$ cat src/rtl/exc_pkg.sv
package exc_pkg;
  localparam int NUM_SRC   = 7;
  localparam int NUM_BANKS = 5;
  localparam int BANK_IW   = $clog2(NUM_BANKS);
  localparam int CODE_W    = 3;
  localparam int MODE_W    = 5;

  localparam int PSR_T = 5;
  localparam int PSR_F = 6;
  localparam int PSR_I = 7;

  localparam logic [CODE_W-1:0] EXC_RST  = 3'd0;
  localparam logic [CODE_W-1:0] EXC_UND  = 3'd1;
  localparam logic [CODE_W-1:0] EXC_SWI  = 3'd2;
  localparam logic [CODE_W-1:0] EXC_PABT = 3'd3;
  localparam logic [CODE_W-1:0] EXC_DABT = 3'd4;
  localparam logic [CODE_W-1:0] EXC_IRQ  = 3'd6;
  localparam logic [CODE_W-1:0] EXC_FIQ  = 3'd7;

  localparam logic [MODE_W-1:0] MD_USR = 5'h10;
  localparam logic [MODE_W-1:0] MD_FIQ = 5'h11;
  localparam logic [MODE_W-1:0] MD_IRQ = 5'h12;
  localparam logic [MODE_W-1:0] MD_SVC = 5'h13;
  localparam logic [MODE_W-1:0] MD_ABT = 5'h17;
  localparam logic [MODE_W-1:0] MD_UND = 5'h1B;
  localparam logic [MODE_W-1:0] MD_SYS = 5'h1F;

  // request vector index (0 = lowest priority) to exception code
  function automatic logic [CODE_W-1:0] src_code(input int idx);
    case (idx)
      0:       return EXC_SWI;
      1:       return EXC_UND;
      2:       return EXC_PABT;
      3:       return EXC_IRQ;
      4:       return EXC_FIQ;
      5:       return EXC_DABT;
      default: return EXC_RST;
    endcase
  endfunction

  function automatic logic [MODE_W-1:0] code_to_mode(input logic [CODE_W-1:0] code);
    case (code)
      EXC_UND:           return MD_UND;
      EXC_PABT, EXC_DABT: return MD_ABT;
      EXC_IRQ:           return MD_IRQ;
      EXC_FIQ:           return MD_FIQ;
      default:           return MD_SVC;
    endcase
  endfunction

  // {hit, slot index}; user and system modes own no slot
  function automatic logic [BANK_IW:0] mode_to_bank(input logic [MODE_W-1:0] mode);
    case (mode)
      MD_FIQ:  return {1'b1, BANK_IW'(0)};
      MD_IRQ:  return {1'b1, BANK_IW'(1)};
      MD_SVC:  return {1'b1, BANK_IW'(2)};
      MD_ABT:  return {1'b1, BANK_IW'(3)};
      MD_UND:  return {1'b1, BANK_IW'(4)};
      default: return {1'b0, BANK_IW'(0)};
    endcase
  endfunction
endpackage

$ cat src/rtl/exc_prio_pick.sv
module exc_prio_pick #(
  parameter int N = 7
) (
  input  logic [N-1:0] req_i,
  output logic [N-1:0] gnt_o,
  output logic         any_o
);
  // highest index wins: later loop iterations overwrite earlier ones
  always_comb begin
    gnt_o = '0;
    for (int i = 0; i < N; i++) begin
      if (req_i[i]) gnt_o = N'(1) << i;
    end
    any_o = |req_i;
  end
endmodule

$ cat src/rtl/exc_vec_map.sv
module exc_vec_map
  import exc_pkg::*;
#(
  parameter int                DATA_W  = 32,
  parameter logic [DATA_W-1:0] HI_BASE = 32'hFFFF_0000
) (
  input  logic [NUM_SRC-1:0] gnt_i,
  input  logic               hivec_i,
  output logic [CODE_W-1:0]  code_o,
  output logic [MODE_W-1:0]  mode_o,
  output logic               fmask_o,
  output logic [DATA_W-1:0]  vec_o,
  output logic [BANK_IW-1:0] bank_o
);
  logic [BANK_IW:0]  bank_full;
  logic [DATA_W-1:0] base;

  always_comb begin
    code_o = EXC_RST;
    for (int i = 0; i < NUM_SRC; i++) begin
      if (gnt_i[i]) code_o = src_code(i);
    end
    mode_o    = code_to_mode(code_o);
    fmask_o   = (code_o == EXC_RST) || (code_o == EXC_FIQ);
    base      = hivec_i ? HI_BASE : '0;
    vec_o     = base | DATA_W'({code_o, 2'b00});
    bank_full = mode_to_bank(mode_o);
    bank_o    = bank_full[BANK_IW-1:0];
  end
endmodule

$ cat src/rtl/exc_save_bank.sv
module exc_save_bank #(
  parameter int DATA_W = 32,
  parameter int NUM_B  = 5,
  localparam int IW    = $clog2(NUM_B)
) (
  input  logic              clk,
  input  logic              rst_n,
  input  logic              we_i,
  input  logic [IW-1:0]     wr_idx_i,
  input  logic [DATA_W-1:0] wr_psr_i,
  input  logic [DATA_W-1:0] wr_lr_i,
  input  logic [IW-1:0]     rd_idx_i,
  output logic [DATA_W-1:0] rd_psr_o,
  output logic [DATA_W-1:0] rd_lr_o
);
  logic [DATA_W-1:0] slot_psr [NUM_B];
  logic [DATA_W-1:0] slot_lr  [NUM_B];

  for (genvar b = 0; b < NUM_B; b++) begin : g_slot
    logic              en;
    logic [DATA_W-1:0] psr_q;
    logic [DATA_W-1:0] lr_q;

    assign en = we_i && (wr_idx_i == IW'(b));

    always_ff @(posedge clk or negedge rst_n) begin
      if (!rst_n) begin
        psr_q <= '0;
        lr_q  <= '0;
      end else if (en) begin
        psr_q <= wr_psr_i;
        lr_q  <= wr_lr_i;
      end
    end

    assign slot_psr[b] = psr_q;
    assign slot_lr[b]  = lr_q;
  end

  always_comb begin
    rd_psr_o = '0;
    rd_lr_o  = '0;
    for (int b = 0; b < NUM_B; b++) begin
      if (rd_idx_i == IW'(b)) begin
        rd_psr_o = slot_psr[b];
        rd_lr_o  = slot_lr[b];
      end
    end
  end
endmodule

$ cat src/rtl/exc_entry_ctrl.sv
module exc_entry_ctrl
  import exc_pkg::*;
#(
  parameter int                DATA_W  = 32,
  parameter logic [DATA_W-1:0] HI_BASE = 32'hFFFF_0000
) (
  input  logic              clk,
  input  logic              rst_n,
  input  logic              req_reset,
  input  logic              req_dabt,
  input  logic              req_fiq,
  input  logic              req_irq,
  input  logic              req_pabt,
  input  logic              req_und,
  input  logic              req_swi,
  input  logic              hivec_sel,
  input  logic [DATA_W-1:0] cur_psr,
  input  logic [DATA_W-1:0] cur_pc,
  input  logic              ret_req,
  output logic              exc_vld,
  output logic [2:0]        exc_code,
  output logic              ret_done,
  output logic [DATA_W-1:0] pc_out,
  output logic [DATA_W-1:0] psr_out,
  output logic              save_we,
  output logic [4:0]        save_mode,
  output logic [DATA_W-1:0] save_lr,
  output logic [DATA_W-1:0] save_psr
);
  // ---------------- request masking and selection ----------------
  logic [NUM_SRC-1:0] req_vec;
  logic [NUM_SRC-1:0] gnt;
  logic               any_exc;

  assign req_vec = {req_reset,
                    req_dabt,
                    req_fiq & ~cur_psr[PSR_F],
                    req_irq & ~cur_psr[PSR_I],
                    req_pabt,
                    req_und,
                    req_swi};

  exc_prio_pick #(.N(NUM_SRC)) i_pick (
    .req_i (req_vec),
    .gnt_o (gnt),
    .any_o (any_exc)
  );

  logic [CODE_W-1:0]  tgt_code;
  logic [MODE_W-1:0]  tgt_mode;
  logic               tgt_fmask;
  logic [DATA_W-1:0]  tgt_vec;
  logic [BANK_IW-1:0] tgt_bank;

  exc_vec_map #(.DATA_W(DATA_W), .HI_BASE(HI_BASE)) i_map (
    .gnt_i   (gnt),
    .hivec_i (hivec_sel),
    .code_o  (tgt_code),
    .mode_o  (tgt_mode),
    .fmask_o (tgt_fmask),
    .vec_o   (tgt_vec),
    .bank_o  (tgt_bank)
  );

  // ---------------- saved-state slots ----------------
  logic [BANK_IW:0]   cur_bank;
  logic               cur_hit;
  logic [BANK_IW-1:0] cur_idx;
  logic [DATA_W-1:0]  rd_psr;
  logic [DATA_W-1:0]  rd_lr;

  assign cur_bank = mode_to_bank(cur_psr[MODE_W-1:0]);
  assign cur_hit  = cur_bank[BANK_IW];
  assign cur_idx  = cur_bank[BANK_IW-1:0];

  exc_save_bank #(.DATA_W(DATA_W), .NUM_B(NUM_BANKS)) i_bank (
    .clk      (clk),
    .rst_n    (rst_n),
    .we_i     (any_exc),
    .wr_idx_i (tgt_bank),
    .wr_psr_i (cur_psr),
    .wr_lr_i  (cur_pc),
    .rd_idx_i (cur_idx),
    .rd_psr_o (rd_psr),
    .rd_lr_o  (rd_lr)
  );

  // ---------------- next-state logic ----------------
  logic               take_ret;
  logic [DATA_W-1:0]  entry_psr;
  logic               exc_vld_d, ret_done_d, save_we_d;
  logic [CODE_W-1:0]  exc_code_d;
  logic [DATA_W-1:0]  pc_d, psr_d, save_lr_d, save_psr_d;
  logic [MODE_W-1:0]  save_mode_d;

  assign take_ret = ret_req && !any_exc && cur_hit;

  always_comb begin
    entry_psr                   = cur_psr;
    entry_psr[MODE_W-1:0]       = tgt_mode;
    entry_psr[PSR_T]            = 1'b0;
    entry_psr[PSR_I]            = 1'b1;
    if (tgt_fmask) entry_psr[PSR_F] = 1'b1;

    exc_vld_d   = any_exc;
    ret_done_d  = take_ret;
    exc_code_d  = any_exc ? tgt_code : '0;
    save_we_d   = any_exc;
    save_mode_d = any_exc ? tgt_mode : '0;
    save_lr_d   = any_exc ? cur_pc   : '0;
    save_psr_d  = any_exc ? cur_psr  : '0;

    if (any_exc) begin
      pc_d  = tgt_vec;
      psr_d = entry_psr;
    end else if (take_ret) begin
      pc_d  = rd_lr;
      psr_d = rd_psr;
    end else begin
      pc_d  = '0;
      psr_d = '0;
    end
  end

  // ---------------- output registers ----------------
  always_ff @(posedge clk or negedge rst_n) begin
    if (!rst_n) begin
      exc_vld   <= 1'b0;
      exc_code  <= '0;
      ret_done  <= 1'b0;
      pc_out    <= '0;
      psr_out   <= '0;
      save_we   <= 1'b0;
      save_mode <= '0;
      save_lr   <= '0;
      save_psr  <= '0;
    end else begin
      exc_vld   <= exc_vld_d;
      exc_code  <= exc_code_d;
      ret_done  <= ret_done_d;
      pc_out    <= pc_d;
      psr_out   <= psr_d;
      save_we   <= save_we_d;
      save_mode <= save_mode_d;
      save_lr   <= save_lr_d;
      save_psr  <= save_psr_d;
    end
  end
endmodule

$ cat config.mk
export PLATFORM = sky130hd
export DESIGN_NAME = exc_entry_ctrl
export DESIGN_NICKNAME = d
export VERILOG_FILES = /design/src/rtl/exc_pkg.sv /design/src/rtl/exc_prio_pick.sv /design/src/rtl/exc_vec_map.sv /design/src/rtl/exc_save_bank.sv /design/src/rtl/exc_entry_ctrl.sv
export SDC_FILE = /design/constraint.sdc
export NUM_CORES = 1
export LEC_CHECK = 0
export ABC_AREA = 1
export BUFFER_PORTS_ARGS = -buffer_cell sky130_fd_sc_hd__buf_2
export CAP_MARGIN = 20
export CORE_UTILIZATION = 63
export DETAILED_ROUTE_END_ITERATION = 8
export GPL_TIMING_DRIVEN = 0
export HOLD_SLACK_MARGIN = 0.15
export PLACE_DENSITY = 0.84
export SLEW_MARGIN = 15
export SYNTH_ARGS = -nofsm -noshare
export SYNTH_HDL_FRONTEND = slang
export SYNTH_SLANG_ARGS = --single-unit
$ cat constraint.sdc
create_clock -name clk -period 2 [get_ports clk]
set_input_delay 0.6 -clock clk [delete_from_list [all_inputs] [get_ports clk]]
set_output_delay 0.6 -clock clk [all_outputs]
set_load 0.005 [all_outputs]
==> results.yml, run 1 <==
timing:
  worst_pin_slew_ps: 875.8
  hold_viol: 0
  setup_tns_ps: -121.0
  skew_ps: 14.26
  period_minus_slack_ps: 2069
  post-route-period-util_pct: 103.4
  finalSetupViolations: 3
  slew_violations: 0
  fmax_ghz: 0.4834
  rsz0062_at_grt: "true"
  maxSlewHeadroom_pct: 41.61
  setup_slack_ps: -68.80
critical_path:
  critPathLaunchType: "input pin"
  crit_family: "buffers and inverters"
  r2r_cells: 6
  worst-path-max-fanout: 10
  crit_arrival_ps: 2500
  path_buf_inv: 4
  cp_cell_sequence: "buf_2, clkinvlp_4, nand2_1, nand2_2, nor2_4, clkbuf_4, clkbuf_4, o2111ai_1, nor2_1"
  critPathRequiredTime_ps: 2440
  r2r_slack_ps: 910
  worstSetupPathType: "input pin to register"
  cp-end-kind: "register"
  cpMostUsedCell: "clkbuf_4"
  r2r-end: "pc_out[31]"
  max_stage_delay_ps: 310
  slowest_stage: "clkbuf_4"
  rr_startpoint: "i_bank.g_slot[3].lr_q[31]"
route:
  routed_wl_um: 55700
  drt-initial-drc-count: 1970
  first_pass_iters: 6
  wire_per_inst_um: 19.65
  drc: 0
  vias: 17237
  ant_nets: 0
  vias_per_cell: 6.082
synthesis:
  synth.area.top_cells: "dfrtp_1, nand2_1, o21ai_0, nor2_1, nand3_1"
  synth_cell_types: 22
  synth_seq_cells: 457
  syn_inst: 2146
  yosysSeqAreaShare_pct: 60.59
  syn-num-nets: 2221
  yosysTopAreaCell: "dfrtp_1"
  synth_top_area_share_pct: 60.59
  yosys_warnings: 0
  syn_avg_cell_area_um2: 8.795
  syn_area_mm2: 0.01887
placed_design:
  preCtsSetupSlack_ps: -732.4
  placedCellCount: 2752
  gp_congestion: 0.9159
  io_buffer_count: 212
  dp_hpwl_um: 36420
die:
  start_util_pct: 63.85
  ios: 214
  core_mm2: 0.02956
  fp.dieH_um: 175.1
  fp.dieArea_mm2: 0.03065
  rows: 63
  die_w_um: 175.1
final_layout:
  layout-drive-gt1-share_pct: 15.76
  finalNetCount: 2488
  area_growth_pct: 17.18
  final_cells: 2834
global_route:
  overflow: 0
  grt_start_max_net_pins: 112
  grtUsageTotal_pct: 36.82
  grt_pass1_wl_um: 87910
  antenna_found_initial: 3
  grt_pass1_vias: 16908
worst_hold_path:
  hp-class: "input pin to register"
  holdPathEnd: "psr_out[6]"
  hold_depth: 3
  hp-start: "req_reset"
cts:
  cts_tree: "yes"
  clk_latency_ps: 550
  numClockSinks: 457
  clk_pin_slew_ps: 60
  numCtsBuffers: 45
  htree_levels: 2
  clock_path_buffers: 3
  clock-root-buffer: "clkbuf_16"
status:
  status: "complete, but fails checks"
  failed_checks: "negative setup slack"
job:
  cap_violations: 0
pwr:
  power_leakage_uw: 0.01122
  p_per_area_mw_per_mm2: 1008
  irDropWorstVdd_uv: 707.7
## cells in the mapped netlist
library cell and n:
nand3_1 147, nand3_2 2, o21ai_2 1, o21ai_1 3
nor2_2 5, buf_1 10, o2111ai_1 14, o21ai_0 316
nand2_1 562, a31oi_1 1, dfrtp_1 457, nor3_1 1
nor2_1 206, a21oi_1 1, buf_4 12, clkbuf_1 83
inv_2 6, or2_2 1, nand4_1 115, inv_1 153
buf_6 2, buf_2 48
## where the power goes
group / internal [uW] / switching [uW] / leakage (uW)
sequential: 10600 / 735 / 0.00562
clock: 4800 / 3460 / 0.000697
combinational: 960 / 1760 / 0.00491
## worst max path at each step
stage,endpoint,depth (start not counted),startpoint,slack (ps)
3_5_place_dp,i_bank.g_slot[1].lr_q[25],9,cur_psr[7],-730
3_3_place_gp,i_bank.g_slot[1].lr_q[11],1,rst_n,-8380
5_1_grt,i_bank.g_slot[2].lr_q[21],11,cur_psr[7],-40
6_report,pc_out[15],9,cur_psr[7],-70
2_1_floorplan,i_bank.g_slot[3].psr_q[3],9,cur_psr[6],280
4_1_cts,i_bank.g_slot[1].psr_q[0],9,cur_psr[7],-30
## layout make-up
cell class                      instances  area, um^2
Sequential cell                       457       11440
Fill cell                            2089        7443
Multi-Input combinational cell       1375        6175
Clock buffer                           69        1326
Timing Repair Buffer                  220        1231
Buffer                                155       764.5
Inverter                              159       600.6
Tap cell                              390       488.0
Clock inverter                          8       92.59
Antenna cell                            1       2.502
## state kept, by name, indices dropped and copies added, names as in the netlist
signal,cells
i_bank.g_slot.lr_q,160
i_bank.g_slot.psr_q,160
save_lr,32
pc_out,32
ret_done,1
psr_out,32
save_mode,5
save_psr,32
exc_code,3
## per-layer routing
layer	wire [um]	part of all wire (%)	global-route usage (%)	vias up
met5	11	0.020	0	-
met4	2555	4.6	18.08	2
met3	6292	11	9.378	241
met2	25950	47	57.41	1198
met1	20890	38	48.41	8307
li1	-	-	-	7489
## kinds of logic after synthesis
kind of cell / after synthesis / share of synthesized area (%)
simple gates: 1039 / 23.31
compound gates: 336 / 9.214
buf+inv: 314 / 6.881
flops: 457 / 60.59
## stage by stage
step / utilization [%] / hold slack (ps) / power [uW] / instance area (um^2)
6_report: 74.82 / 334.1 / 22290 / 22120
5_1_grt: 74.81 / 337.2 / 23130 / 22110
4_1_cts: 74.35 / 327.6 / 22160 / 21980
3_5_place_dp: 69.50 / 472.7 / 13990 / 20540
3_3_place_gp: 69.09 / 465.2 / 13770 / 20420
2_1_floorplan: - / 304.4 / 12830 / 18870
## worst register-to-register path: stages (launching register included)
cell	delay, ps
dfrtp_1	390
nand3_1	90
nand2_1	50
inv_1	70
nand4_1	90
nand2_1	80
nand2_1	140
## placed cells by master, fill, tap and decap left out, drive strengths merged
cell type,synthesis,final
dlygate4sd3,0,1
buf,72,276
nor2,211,211
clkbuf,83,167
a21oi,1,1
nor3,1,1
nand2,562,562
clkinvlp,0,2
inv,159,158
or2,1,1
dfrtp,457,457
a31oi,1,1
o2111ai,14,14
diode,0,1
o21ai,320,320
nand3,149,149
nand4,115,115
clkinv,0,5
bufinv,0,2
## timing repair
action                                  CTS  global route
endpoints found under the hold margin    38             0
endpoints found under the setup margin   53           316
hold buffers                              1             0
gates resized for setup                   4            56
gates cloned                              0             1
setup buffers                             0             2
Note: power is estimated with default switching activity, not from simulation.
==> run 2, diff against run 1 <==
- ABC_AREA: 1 -> not set
==> run 2 against run 1 <==
Net effect:
- the flow still finishes with violations (negative setup slack)
- clock-buffer cell count is 3 higher
- flip-flop and latch count stayed put
- die area is 1.9% higher
- cell count is 19% lower
- wire length is 2.3% lower
- synthesized area is 1.9% higher
- via count is 15% lower
- combinational power is 19% higher
- register-to-register slack worse by 130 ps
- final area is 3.9% higher
- largest cell class unchanged
- highest routed layer unchanged
==> results.yml, run 2 <==
status:
  status: "complete, but fails checks"
  failed_checks: "negative setup slack"
timing:
  hold_ws_ps: 322.8
  maxSlewHeadroom_pct: 44.58
  setup_slack_ps: -57.10
  hold_viol: 0
  post-route-period-util_pct: 102.9
  finalSetupViolations: 8
  period_minus_slack_ps: 2057
  skew_ps: 18.90
  slew_violations: 0
  fmax_ghz: 0.4861
  worst_pin_slew_ps: 831.3
cts:
  clock_path_buffers: 3
  clk_pin_slew_ps: 60
  cts_tree: "yes"
  numCtsBuffers: 46
  clk_latency_ps: 570
  clock-root-buffer: "clkbuf_16"
  numClockSinks: 457
  htree_levels: 2
worst_hold_path:
  hp-class: "input pin to register"
synthesis:
  yosysSeqAreaShare_pct: 59.44
  synth_cell_types: 40
  syn-num-nets: 1670
  yosysTopAreaCell: "dfrtp_1"
  yosys_warnings: 0
  syn_area_mm2: 0.01924
  synth_edf_count: 0
  ys.flop_type: "dfrtp_1"
  synth.area.top_cells: "dfrtp_1, mux2_2, a21oi_1, nor2_1, a2bb2oi_1"
  syn_avg_cell_area_um2: 12.06
  synth-compound-area-share_pct: 11.38
  synth-simple-area-share_pct: 7.290
  synth_xor_area_share_pct: 0.04552
  synth_mux_area_share_pct: 18.44
  synth_top_area_share_pct: 59.44
  syn_inst: 1595
  yosysMostFrequentCell: "dfrtp_1"
  synth_seq_cells: 457
  yosys.area_share.adder_pct: 0
  synth-async-reset-ratio_pct: 100.0
  synth_commonest_cells: "dfrtp_1, mux2_2, nor2_1"
  synth_top_family_by_area: "multiplexers"
global_route:
  overflow: 0
  grtUsageTotal_pct: 34.45
  grt_pass1_vias: 14814
  grt_start_max_net_pins: 112
  antenna_found_initial: 4
  grt_pass1_wl_um: 81700
pwr:
  power_leakage_uw: 0.01055
  pwr-share-clk_pct: 37.8
  pwr-share-seq_pct: 48.4
  intPower_uw: 17550
  irDropWorstVdd_uv: 724.8
  pwr-share-comb_pct: 13.8
  switching_share_pct: 25.30
  power.switching_uw: 5943
  p_per_area_mw_per_mm2: 1022
  p_total_uw: 23490
final_layout:
  final_util_pct: 76.94
  final.fill_count: 1752
  largestRegisters: "i_bank.g_slot.lr_q x160, i_bank.g_slot.psr_q x160"
  area_growth_pct: 19.48
  finalNetCount: 1942
  final_cell_mix: "dfrtp_1, mux2_2, buf_2"
  final_common_cell: "dfrtp_1"
  layout-drive-gt1-share_pct: 40.30
die:
  die_w_um: 176.8
  fp.dieArea_mm2: 0.03124
  core_mm2: 0.02987
  start_util_pct: 64.40
  rows: 63
  ios: 214
  fp.dieH_um: 176.8
route:
  drc: 0
  wire_per_inst_um: 23.71
  vias: 14689
  first_pass_iters: 6
  routed_wl_um: 54450
  drt-initial-drc-count: 1693
  vias_per_cell: 6.398
  ant_nets: 0
job:
  cap_violations: 0
critical_path:
  critPathLaunchType: "input pin"
  critPathRequiredTime_ps: 2440
  cp_cell_sequence: "buf_2, buf_2, clkinv_1, clkbuf_1, a21oi_1, a21oi_1, o221a_2"
  worstSetupPathType: "input pin to register"
  slowest_stage: "clkbuf_1"
  cp-end-kind: "register"
  max_stage_delay_ps: 440
  worst-path-max-fanout: 10
  crit_arrival_ps: 2490
placed_design:
  gp_congestion: 0.8989
  io_buffer_count: 212
  dp_hpwl_um: 34200
  preCtsSetupSlack_ps: -1113
[run 2: worst max-delay path: cells and delay by family]
| kind | cells | cell delay, ps |
|---|---|---|
| buffers and inverters | 4 | 1290 |
| AO/OA/AOI/OAI | 3 | 590 |
[run 2: cell type report]
class	instances	area, um^2	share of cell area, %
diodes	3	7.507	0.03266
plain buffers	117	757.0	3.293
clock buffers	72	1433	6.232
clock inverters	12	137.6	0.5987
inverters	33	123.9	0.5389
multi-input cells	985	7316	31.83
flip-flops and latches	457	11440	49.75
well taps	390	488.0	2.123
repair buffers	227	1289	5.606
[run 2: logic make-up (layout without fill, tap and decap cells)]
group                     count (synthesis)  in the layout
AOI/OAI and AO/OA                       343            343
xor gates and xnor gates                  1              1
buffers and inverters                   153            461
DFF                                     457            457
muxes                                   315            315
other                                     0              3
and+or+nand+nor                         326            326
[run 2: final timing paths]
check	endpoint	from	cells after the start	slack, ps
worst min register to register	i_bank.g_slot[1].psr_q[2]	i_bank.g_slot[1].psr_q[2]	2	500
worst max register to register	psr_out[7]	i_bank.g_slot[1].psr_q[7]	3	780
min in group asynchronous	save_lr[28]	rst_n	2	550
worst max-delay path	pc_out[15]	cur_psr[2]	7	-60
max in group asynchronous	i_bank.g_slot[1].lr_q[14]	rst_n	4	220
worst min-delay path	save_psr[12]	cur_psr[12]	3	320
[run 2: per-layer routing]
layer  share of wire [%]  up-vias  global-route usage, %
met1                  38     7372                  45.28
met4                 4.6        2                  17.06
met5               0.024        -                      0
met3                 9.5      205                  6.916
met2                  48      988                  54.97
li1                    -     6122                      -
[run 2: stage by stage]
stage          cells  cell area, um^2  setup TNS [ps]
3_3_place_gp    2197            20890        -4092790
5_1_grt         2295            22980          -796.4
3_5_place_dp    2201            21010         -261700
6_report        2296            22990          -156.0
4_1_cts         2293            22800          -86.56
2_1_floorplan   1595            19340           -2608
[run 2: repair_timing]
item	CTS	global route
hold buffers	1	0
hold endpoints to repair	49	0
setup buffers	7	2
resized for setup	66	77
endpoints found under the setup margin	214	266
gates cloned	0	1
pin swaps	0	6
[run 2: power groups by stage]
stage	logic [uW]	clock network (uW)	registers (uW)
after detailed placement	3070	0	11500
after global routing	3500	9250	11500
after CTS	3160	8860	11300
final	3250	8870	11400
after global placement	2900	0	11400
after floorplan	2060	0	11300
==> run 3, diff against run 2 <==
- BUFFER_PORTS_ARGS: -buffer_cell sky130_fd_sc_hd__buf_2 -> -buffer_cell sky130_fd_sc_hd__clkbuf_2
- GPL_TIMING_DRIVEN: 0 -> not set
==> run 3 against run 2 <==
Net effect:
- the run now ends clean
- cell count shrank 0.57%
- critical path depth up 1
- wire length up 0.42%
- flip-flop and latch count stayed put
- highest routed layer unchanged
- largest power group unchanged
- clock-buffer cell count unchanged
- global-route usage is 1.5 points higher
- combinational power rose by 4%
==> results.yml, run 3 (synthesis results as in run 2) <==
critical_path:
  max_stage_delay_ps: 320
  cp-end-kind: "register"
  critPathLaunchType: "input pin"
  cp_cell_sequence: "clkbuf_2, or2_1, nor4_2, and2_1, inv_2, or2_4, buf_12, o31ai_1"
  crit_arrival_ps: 2340
  worst-path-max-fanout: 19
  worstSetupPathType: "input pin to register"
  slowest_stage: "nor4_2"
  critPathRequiredTime_ps: 2420
final_layout:
  area_growth_pct: 21.92
  fin_area_mm2: 0.02346
  insertedDiodeCount: 0
  final_common_cell: "dfrtp_1"
  final_cell_mix: "dfrtp_1, mux2_2, clkbuf_2"
  final_cells: 2283
  layout-drive-gt1-share_pct: 40.57
  largestRegisters: "i_bank.g_slot.lr_q x160, i_bank.g_slot.psr_q x160"
  finalNetCount: 1933
cts:
  cts_tree: "yes"
  clk_pin_slew_ps: 60
  clock-root-buffer: "clkbuf_16"
  numCtsBuffers: 46
  clk_latency_ps: 550
  clock_path_buffers: 3
  cts_resized: 0
  htree_levels: 2
  numClockSinks: 457
  post_cts_buffers: 0
  hold_buffers: 1
die:
  fp.dieH_um: 176.8
  rows: 63
  start_util_pct: 64.40
  fp.dieArea_mm2: 0.03124
  die_w_um: 176.8
  core_mm2: 0.02987
  ios: 214
route:
  vias_per_cell: 6.428
  vias: 14675
  drt-initial-drc-count: 1576
  drc: 0
  wire_per_inst_um: 23.95
  first_pass_iters: 5
  routed_wl_um: 54670
  ant_nets: 0
pwr:
  irDropWorstVdd_uv: 728.9
  p_per_area_mw_per_mm2: 1016
  power_leakage_uw: 0.01079
placed_design:
  io_buffer_count: 213
  dp_hpwl_um: 33170
  placedCellCount: 2199
  gp_congestion: 0.8818
  place_area_mm2: 0.02185
timing:
  slew_violations: 0
  hold_ws_ps: 358.2
  rsz0062_at_grt: "false"
  period_minus_slack_ps: 1926
  setup_tns_ps: 0
  skew_ps: 8.681
  maxSlewHeadroom_pct: 62.96
  worst_pin_slew_ps: 555.5
  finalSetupViolations: 0
  hold_viol: 0
  fmax_ghz: 0.5193
  post-route-period-util_pct: 96.28
global_route:
  grt_pass1_vias: 15737
  grt_start_max_net_pins: 70
  grt_pass1_wl_um: 86040
  grtUsageTotal_pct: 35.91
  overflow: 0
  antenna_found_initial: 0
worst_hold_path:
  hp-class: "input pin to register"
job:
  cap_violations: 0
status:
  status: "completed"
run 3: cell types whose count changed in the layout (fill, tap and decap cells not counted), moves of 7 or more:
cell	change
buf_4	+63
o31ai_1	+8
clkbuf_4	-29
clkbuf_2	+184
buf_12	+43
buf_2	-233
buf_6	-7
clkbuf_1	-16
run 3: area by class of cell:
type / count / area, um^2
clock inverters: 11 / 157.7
fillers: 1623 / 6417
repair buffers: 335 / 2545
clock buffers: 72 / 1443
flip-flops and latches: 457 / 11440
multi-input cells: 985 / 7264
well taps: 390 / 488.0
inverters: 33 / 123.9
run 3: final timing paths:
path,startpoint,endpoint,slack [ps],cells past startpoint
min reg2reg,i_bank.g_slot[1].psr_q[2],i_bank.g_slot[1].psr_q[2],490,2
max,req_pabt,psr_out[16],70,8
max in group asynchronous,rst_n,psr_out[23],680,3
max reg2reg,i_bank.g_slot[1].lr_q[29],pc_out[29],780,4
min in group asynchronous,rst_n,save_lr[28],560,2
min,cur_psr[30],save_psr[30],360,3
run 3: power breakdown:
part,switching [uW],internal (uW),leakage [uW],total (uW)
logic,1650,1740,0.00454,3390
clock network,3580,5460,0.000789,9040
registers,781,10600,0.00545,11400
total,6020,17800,0.0108,23800
run 3: per-stage QoR:
step           setup WS, ps  power, uW  utilization (%)
2_1_floorplan        -104.7      13330                -
3_3_place_gp         -303.1      14480            73.13
3_5_place_dp         -351.9      14770            73.13
4_1_cts               171.2      23850            78.52
5_1_grt               16.64      24620            78.52
6_report              74.40      23840            78.52
run 3: worst max-delay path: cells and delay by family:
family,cells,cell delay [ps]
simple gates,4,1100
compound gates,1,300
buf+inv,3,320
run 3: per-layer routing:
layer	share of wire [%]	GRT usage (%)
met5	0.11	1.603
met3	9.9	8.226
met2	48	57.68
met1	37	46.47
met4	4.4	16.63
